==> config.mk <==
export PLATFORM = sky130hd
export DESIGN_NAME = pirq_router
export DESIGN_NICKNAME = d
export VERILOG_FILES = /design/src/rtl/pirq_router.sv
export SDC_FILE = /design/constraint.sdc
export NUM_CORES = 1
export LEC_CHECK = 0
export BUFFER_PORTS_ARGS = -buffer_cell sky130_fd_sc_hd__buf_2
export CELL_PAD_IN_SITES_DETAIL_PLACEMENT = 1
export CELL_PAD_IN_SITES_GLOBAL_PLACEMENT = 2
export CORE_MARGIN = 2
export CORE_UTILIZATION = 28
export CTS_CLUSTER_DIAMETER = 50
export DETAILED_ROUTE_END_ITERATION = 16
export MAX_ROUTING_LAYER = met4
export PLACE_DENSITY_LB_ADDON = 0.1
export SYNTH_ARGS = -nofsm -noshare
export SYNTH_HDL_FRONTEND = slang
export SYNTH_SLANG_ARGS = --single-unit
==> constraint.sdc <==
create_clock -name clk -period 1.6 [get_ports clk]
set_input_delay 0.08 -clock clk [delete_from_list [all_inputs] [get_ports clk]]
set_output_delay 0.08 -clock clk [all_outputs]
set_load 0.02 [all_outputs]
==> src/rtl/pirq_router.sv <==
module pirq_router #(
  parameter int NUM_PIRQ   = 4,
  parameter int NUM_LINES  = 16,
  parameter int ADDR_W     = 8,
  parameter int STEER_BASE = 'h60,
  parameter logic [7:0] STEER_RST = 8'h80
) (
  input  logic                    clk,
  input  logic                    rst_n,
  input  logic [NUM_PIRQ-1:0]     pirq_in,
  input  logic                    cfg_wr_en,
  input  logic [ADDR_W-1:0]       cfg_wr_addr,
  input  logic [3:0]              cfg_wr_be,
  input  logic [31:0]             cfg_wr_data,
  input  logic [ADDR_W-1:0]       cfg_rd_addr,
  output logic [31:0]             cfg_rd_data,
  input  logic [$clog2(NUM_PIRQ)-1:0]  qry_pirq,
  output logic                    qry_en,
  output logic [$clog2(NUM_LINES)-1:0] qry_line,
  input  logic [4:0]              swz_slot,
  input  logic [1:0]              swz_pin,
  output logic [$clog2(NUM_PIRQ)-1:0]  swz_pirq,
  output logic [NUM_PIRQ-1:0]     note_vld,
  output logic [NUM_PIRQ*4-1:0]   note_code,
  output logic [NUM_LINES-1:0]    irq_out
);
  localparam int PIRQ_W = $clog2(NUM_PIRQ);
  localparam int LINE_W = $clog2(NUM_LINES);
  localparam logic [7:0] LINES8 = 8'(NUM_LINES);

  logic [7:0]          steer_q [NUM_PIRQ];
  logic [7:0]          steer_d [NUM_PIRQ];
  logic [NUM_PIRQ-1:0] wr_hit;
  logic [NUM_PIRQ-1:0] lvl_q [NUM_LINES];

  always_comb begin
    wr_hit = '0;
    for (int k = 0; k < NUM_PIRQ; k++) begin
      steer_d[k] = steer_q[k];
      for (int l = 0; l < 4; l++) begin
        if (cfg_wr_en && cfg_wr_be[l] &&
            {cfg_wr_addr[ADDR_W-1:2], 2'(l)} == ADDR_W'(STEER_BASE + k)) begin
          steer_d[k] = cfg_wr_data[8*l +: 8];
          wr_hit[k]  = 1'b1;
        end
      end
    end
  end

  always_ff @(posedge clk) begin
    if (!rst_n) begin
      for (int k = 0; k < NUM_PIRQ; k++) steer_q[k] <= STEER_RST;
      for (int j = 0; j < NUM_LINES; j++) lvl_q[j] <= '0;
      note_vld  <= '0;
      note_code <= '0;
    end else begin
      for (int k = 0; k < NUM_PIRQ; k++) begin
        steer_q[k]        <= steer_d[k];
        note_code[4*k +: 4] <= steer_d[k][7] ? 4'h0 : steer_d[k][3:0];
      end
      note_vld <= wr_hit;
      for (int j = 0; j < NUM_LINES; j++)
        for (int k = 0; k < NUM_PIRQ; k++)
          lvl_q[j][k] <= pirq_in[k] && (steer_d[k] < LINES8) &&
                         (steer_d[k][LINE_W-1:0] == LINE_W'(j));
    end
  end

  for (genvar j = 0; j < NUM_LINES; j++) begin : g_line
    assign irq_out[j] = |lvl_q[j];
  end

  always_comb begin
    cfg_rd_data = '0;
    for (int l = 0; l < 4; l++)
      for (int k = 0; k < NUM_PIRQ; k++)
        if ({cfg_rd_addr[ADDR_W-1:2], 2'(l)} == ADDR_W'(STEER_BASE + k))
          cfg_rd_data[8*l +: 8] = steer_q[k];
  end

  logic [7:0] qry_sel;
  assign qry_sel  = steer_q[qry_pirq];
  assign qry_en   = qry_sel < LINES8;
  assign qry_line = qry_en ? qry_sel[LINE_W-1:0] : '0;

  logic [7:0] swz_sum;
  assign swz_sum  = 8'(swz_pin) + 8'(swz_slot) + 8'(NUM_PIRQ - 1);
  assign swz_pirq = PIRQ_W'(swz_sum % 8'(NUM_PIRQ));
endmodule

==> out/qor.yml, run 1 <==
synthMuxAreaShare_pct: 7.30
powerDensity_mw_per_mm2: 992
setup_tns_ns: -2.59
synth-edff-count: 0
synth_cells: 597
htree_levels: 4
ys_warn_count: 0
critPathLaunchType: "flop"
final_common_cell: "buf_2"
synth_fa_ha_area_share_pct: 0.238
grt_pass1_vias: 5612
post-route-period-util_pct: 132
slew_headroom_pct: 54.1
whs_ns: 0.0144
clk_pin_slew_worst_paths_ns: 0.06
grt_use_met2_pct: 35.5
fin_ws_ns: -0.510
grt_max_degree: 53
post-dp-hpwl_mm: 15.2
period_minus_slack_ns: 2.11
ir_drop_uv: 777
grt_util_met3_pct: 3.97
critPathRequiredTime_ns: 1.52
die_h_um: 141
worst_pin_slew_ns: 0.689
placed_cells: 1008
clock_latency_ns: 0.42
fin_skew_ns: 0.0102
dr.pass1.iters: 4
grtUsageMet1_pct: 28.0
root_buffer: "clkbuf_16"
maxSlewViolCount: 0
initial_core_util_pct: 28.3
synth.distinct_cells: 50
wl_per_cell_um: 19.2
ys_seq_area_share_pct: 44.1
core_area_mm2: 0.0186
routed_wl_mm: 20.6
tritoncts: "built"
port_buffers: 135
grt.busiest_layer: "met2"
rows: 50
async_flop_share_pct: 0
finalHoldViolations: 0
ys.flop_type: "dfxtp_1"
cp_max_fo: 5
cts.sinks: 116
syn_to_final_growth_pct: 51.3
crit_arrival_ns: 2.03
rsz0062_at_grt: "yes"
die_x_um: 141
synth_top_family_by_area: "simple AND/OR/NAND/NOR gates"
yosys_register_bits: 116
syn_nets: 666
hp-class: "input pin to flop"
clk_path_buf_depth: 2
drc: 0
finalSetupViolCount: 9
syn_area_mm2: 0.00526
syn_area_per_cell_um2: 8.81
final_cell_mix: "buf_2, dfxtp_1, nand2_1"
drive_gt1_share_pct: 37.0
synth-simple-area-share_pct: 36.9
fmax_mhz: 474
antenna_left: 0
antenna_found_initial: 1
die_area_mm2: 0.0199
status: "finished with violations"
maxCapViolations: 0
num_vias: 5322
grt-ovfl-total: 0
critPathKind: "flop to output pin"
viasPerCell: 4.96
final_nets: 894
end_kind: "output pin"
synth-compound-area-share_pct: 7.66
grt_first_pass_wirelength_mm: 31.8
cts_buffers: 17
globalRouteTotalUtil_pct: 21.6
yosys.area_share.xor_xnor_pct: 0.333
p_leak_nw: 3.38
drt_iter0_drc: 213
gp_congestion: 0.907
ioPinCount: 143
violations: "negative setup slack"
final_util_pct: 42.8
stdcell_count: 1073
## worst max-delay path, stage by stage, from the launching register on
cell and delay, ns:
dfxtp_2 0.31, or3_4 0.37, or3_1 0.31, a32o_2 0.36, nor2b_4 0.14, buf_6 0.12
## synth_stat cells (3+ instances only)
library cell / instances / area share, %
nor2b_1: 10 / 1.2
nor3_1: 13 / 1.2
o22ai_1: 7 / 0.83
nand4b_1: 7 / 1.2
a21oi_1: 46 / 4.4
o31ai_1: 3 / 0.43
nor3_4: 3 / 0.93
nor4bb_1: 4 / 0.76
nor3b_1: 11 / 1.6
or4_1: 17 / 2.4
nor4b_1: 3 / 0.50
inv_1: 9 / 0.64
nand2_1: 79 / 5.6
mux2_2: 8 / 1.7
mux4_2: 4 / 1.7
nor4_1: 19 / 2.3
clkbuf_1: 18 / 1.3
nand3b_1: 26 / 3.7
or2_2: 4 / 0.48
mux2i_1: 19 / 3.6
and3_1: 13 / 1.5
dfxtp_1: 116 / 44
buf_1: 3 / 0.21
o21a_1: 3 / 0.43
nand4_1: 9 / 1.1
and2_1: 33 / 3.9
nand2b_1: 14 / 1.7
nand3_1: 16 / 1.5
buf_2: 7 / 0.67
o21ai_0: 8 / 0.76
nor2_1: 39 / 2.8
## sequential cells by signal (all words and copies together), names as in the netlist
name and count:
lvl_q 64, steer_q 32, note_code 16, note_vld 4
## routing by layer
metal / wire length (µm) / vias up
li1: - / 2591
met1: 9720 / 2616
met2: 10100 / 104
met3: 675 / 11
met4: 138 / 0
met5: 0 / -
## per-stage QoR
stage                     worst slack, ns  area (µm²)  power [mW]
after detailed placement           -0.138        6700        3.34
final                              -0.510        7960        7.90
after global placement             -0.128        6700        3.33
after global routing               -0.574        7960        8.17
after CTS                          -0.518        7770        7.96
after floorplan                  -0.00821        5300        3.12
## report_power, final
group / internal [mW] / switching (mW)
registers: 2.89 / 0.00338
clock network: 3.10 / 1.45
logic: 0.204 / 0.251
## kinds of logic after synthesis
kind of cell | count (synthesis)
AO/OA/AOI/OAI | 72
flip-flops | 116
multiplexers | 32
adder cells (fa/ha/maj) | 1
AND/OR/NAND/NOR | 333
XOR/XNOR | 2
buffers and inverters | 41
## final timing paths
kind,start,endpoint,slack [ns],cells after the start
worst min register to register,steer_q[0][4],steer_q[0][4],0.49,2
worst min-delay path,cfg_wr_data[7],note_code[1],0.01,3
worst max register to register,steer_q[3][4],lvl_q[5][3],-0.06,6
worst max-delay path,steer_q[1][5],qry_line[1],-0.51,5
## layout make-up
| cell class | instances | area (µm²) |
|---|---|---|
| inverters | 10 | 37.5 |
| clock buffers | 21 | 480 |
| diodes | 1 | 2.50 |
| repair buffers | 240 | 1590 |
| flip-flops and latches | 116 | 2330 |
| well taps | 234 | 293 |
| multi-input cells | 440 | 3010 |
| clock inverters | 11 | 219 |
| fillers | 2164 | 10600 |
## repair_timing
action,in CTS,in global routing
cloned,0,0
hold buffers,30,0
endpoints found under the hold margin,34,0
gates resized for setup,19,35
buffers inserted,0,3
setup endpoints to repair,12,44
pin swaps,1,6
No activity file was read; power rests on OpenSTA's default activity.
==> run 2: changes to the inputs <==
--- a/config.mk
+++ b/config.mk
@@ -6,6 +6,7 @@
 export NUM_CORES = 1
 export LEC_CHECK = 0
 export BUFFER_PORTS_ARGS = -buffer_cell sky130_fd_sc_hd__buf_2
+export CAP_MARGIN = 15
 export CELL_PAD_IN_SITES_DETAIL_PLACEMENT = 1
 export CELL_PAD_IN_SITES_GLOBAL_PLACEMENT = 2
 export CORE_MARGIN = 2
@@ -13,7 +14,7 @@
 export CTS_CLUSTER_DIAMETER = 50
 export DETAILED_ROUTE_END_ITERATION = 16
 export MAX_ROUTING_LAYER = met4
-export PLACE_DENSITY_LB_ADDON = 0.1
+export PLACE_DENSITY_LB_ADDON = 0.05
 export SYNTH_ARGS = -nofsm -noshare
 export SYNTH_HDL_FRONTEND = slang
 export SYNTH_SLANG_ARGS = --single-unit
==> run 2 against run 1 <==
Against the previous run:
- the flow still finishes with violations (negative setup slack)
- clock skew rose by 0.00096 ns
- die area did not move
- cell count fell by 0.65%
- worst setup slack got worse by 0.027 ns
- combinational power rose by 2%
- core utilization fell by 0.11 points
- register-to-register slack got worse by 0.07 ns
- sequential power barely moved
- power fell by 9.0%
- critical path type unchanged
- highest routed layer unchanged
==> out/qor.yml, run 2 (same netlist as run 1, synthesis figures left out) <==
status: "finished with violations"
violations: "negative setup slack"
tritoncts: "built"
clkPwrFrac_pct: 53.3  # -4.3 points
clk_path_buf_depth: 2  # unchanged
root_buffer: "clkbuf_16"
syn_to_final_growth_pct: 50.9
antenna_left: 0  # unchanged
worst_pin_slew_ns: 0.733  # +0.0435 ns
p_switching_mw: 1.55  # -9.2%
largest_reg_flops: 64  # unchanged
pre_cts_slack_ns: -0.297  # -0.159 ns
critPathLaunchType: "flop"
critPathKind: "flop to output pin"
cts_buffers: 17  # unchanged
port_buffers: 135  # unchanged
clk_pin_slew_worst_paths_ns: 0.06  # about the same
regMostFlops: "lvl_q"
p_leak_nw: 3.36  # -0.55%
grt_pass1_vias: 5581  # -0.55%
finalSetupViolCount: 15  # +6
fin_ws_ns: -0.538  # -0.0274 ns
fmax_mhz: 468  # -1.3%
rsz0062_at_grt: "yes"
fin_skew_ns: 0.0112  # +0.000955 ns
grt_max_degree: 53  # unchanged
p_seq_share_pct: 40.3  # +3.6 points
slew_headroom_pct: 50.8  # -3.2 points
initial_core_util_pct: 28.3  # unchanged
final_common_cell: "buf_2"
grt_first_pass_wirelength_mm: 31.7  # -0.39%
critPathRequiredTime_ns: 1.52  # about the same
grt_use_met2_pct: 35.7  # +0.15 points
cts.sinks: 116  # unchanged
grt-ovfl-total: 0  # unchanged
antenna_found_initial: 0  # -1
post-route-period-util_pct: 134  # +1.7 points
wl_per_cell_um: 19.4  # +1.3%
final_nets: 891  # -0.34%
post-dp-hpwl_mm: 15.6  # +2.7%
globalRouteTotalUtil_pct: 21.6  # +0.039 points
die_x_um: 141  # unchanged
maxSlewViolCount: 0  # unchanged
rows: 50  # unchanged
powerDensity_mw_per_mm2: 905  # -8.7%
final_cell_mix: "buf_2, dfxtp_1, nand2_1"
ir_drop_uv: 693  # -11%
hp-class: "input pin to flop"
die_area_mm2: 0.0199  # unchanged
grtUsageMet1_pct: 27.3  # -0.64 points
ioPinCount: 143  # unchanged
seqCellArea_mm2: 0.00233  # about the same
drc: 0  # unchanged
core_area_mm2: 0.0186  # unchanged
viasPerCell: 5.04  # +1.5%
gp_congestion: 0.835  # -7.9%
multiInputGateArea_mm2: 0.00311  # +3.4%
antenna_cells: 0  # -1
clock_latency_ns: 0.41  # about the same
die_h_um: 141  # unchanged
p_sw_share_pct: 21.5  # -0.048 points
finalHoldViolations: 0  # unchanged
cp_max_fo: 5  # unchanged
drive_gt1_share_pct: 37.9  # +0.87 points
htree_levels: 4  # unchanged
reg_top3: "lvl_q (64), steer_q (32), note_code (16)"
final_util_pct: 42.7  # -0.11 points
period_minus_slack_ns: 2.14  # +0.0274 ns
intPower_mw: 5.64  # -8.9%
end_kind: "output pin"
drt_iter0_drc: 246  # +15%
power_frac_comb_pct: 6.4  # +0.6 points
dr.pass1.iters: 4  # unchanged
routed_wl_mm: 20.7  # +0.68%
num_vias: 5369  # +0.88%
crit_arrival_ns: 2.06  # +0.03 ns
maxCapViolations: 0  # unchanged
grt_util_met3_pct: 3.97  # unchanged
nFillCells: 2150  # -0.65%
grt.busiest_layer: "met2"
run 2: cell count changes in the layout (fill, tap and decap cells not counted), moves of 3 or more:
cell | before | now
nor3_4 | 4 | 8
nor2_1 | 38 | 31
clkbuf_1 | 0 | 4
bufinv_16 | 6 | 3
nor2_2 | 1 | 6
buf_4 | 72 | 67
run 2: path summary, 6_finish.rpt:
kind	startpoint	end	slack, ns	depth (start not counted)
min	cfg_wr_data[7]	steer_q[0][7]	0.02	4
max reg2reg	steer_q[1][5]	lvl_q[7][1]	-0.13	7
max	steer_q[1][5]	qry_line[1]	-0.54	5
min reg2reg	steer_q[2][5]	steer_q[2][5]	0.47	2
run 2: timing repair:
| item | in CTS | in global routing |
|---|---|---|
| pin swaps | 6 | 12 |
| endpoints found under the setup margin | 21 | 36 |
| gates resized for setup | 33 | 45 |
| endpoints found under the hold margin | 36 | 0 |
| hold buffers | 30 | 0 |
| buffers inserted | 2 | 3 |
run 2: metal layers:
layer  up-vias  share of wire (%)
li1       2582                  -
met2       119                 50
met4         0               0.85
met3        13                3.7
met1      2655                 46
met5         -                  0
run 2: layout make-up:
type                       count  share of cell area, %
clock buffer                  24                   6.07
multi-input combinational    440                   39.2
clock inverter                 5                   1.26
sequential                   116                   29.3
inverter                      10                  0.473
timing repair buffer         237                   20.0
tap                          234                   3.69
run 2: power groups by stage:
stage	sequential (mW)	combinational (mW)	clock [mW]
floorplan	2.96	0.165	0
global placement	2.96	0.385	0
detailed placement	2.96	0.393	0
CTS	2.90	0.454	3.90
global route	2.90	0.503	4.03
finish	2.90	0.462	3.83
run 2: per-stage QoR:
stage               TNS, ns  std cells  hold slack, ns  instance area, µm²  total power [mW]
finish                -3.26       1066          0.0245                7940              7.19
detailed placement   -10.71       1004           0.348                6690              3.35
global route          -4.64       1066          0.0393                7940              7.43
CTS                   -2.85       1064          0.0144                7720              7.25
global placement      -8.75       1004           0.343                6690              3.34
floorplan           -0.0328        597           0.181                5300              3.12
run 2: critical path, cell delays in order (launching register included):
cell     delay (ns)
dfxtp_2        0.32
or3_4          0.39
or3_1          0.31
a32o_2         0.36
nor2b_4        0.15
buf_6          0.12
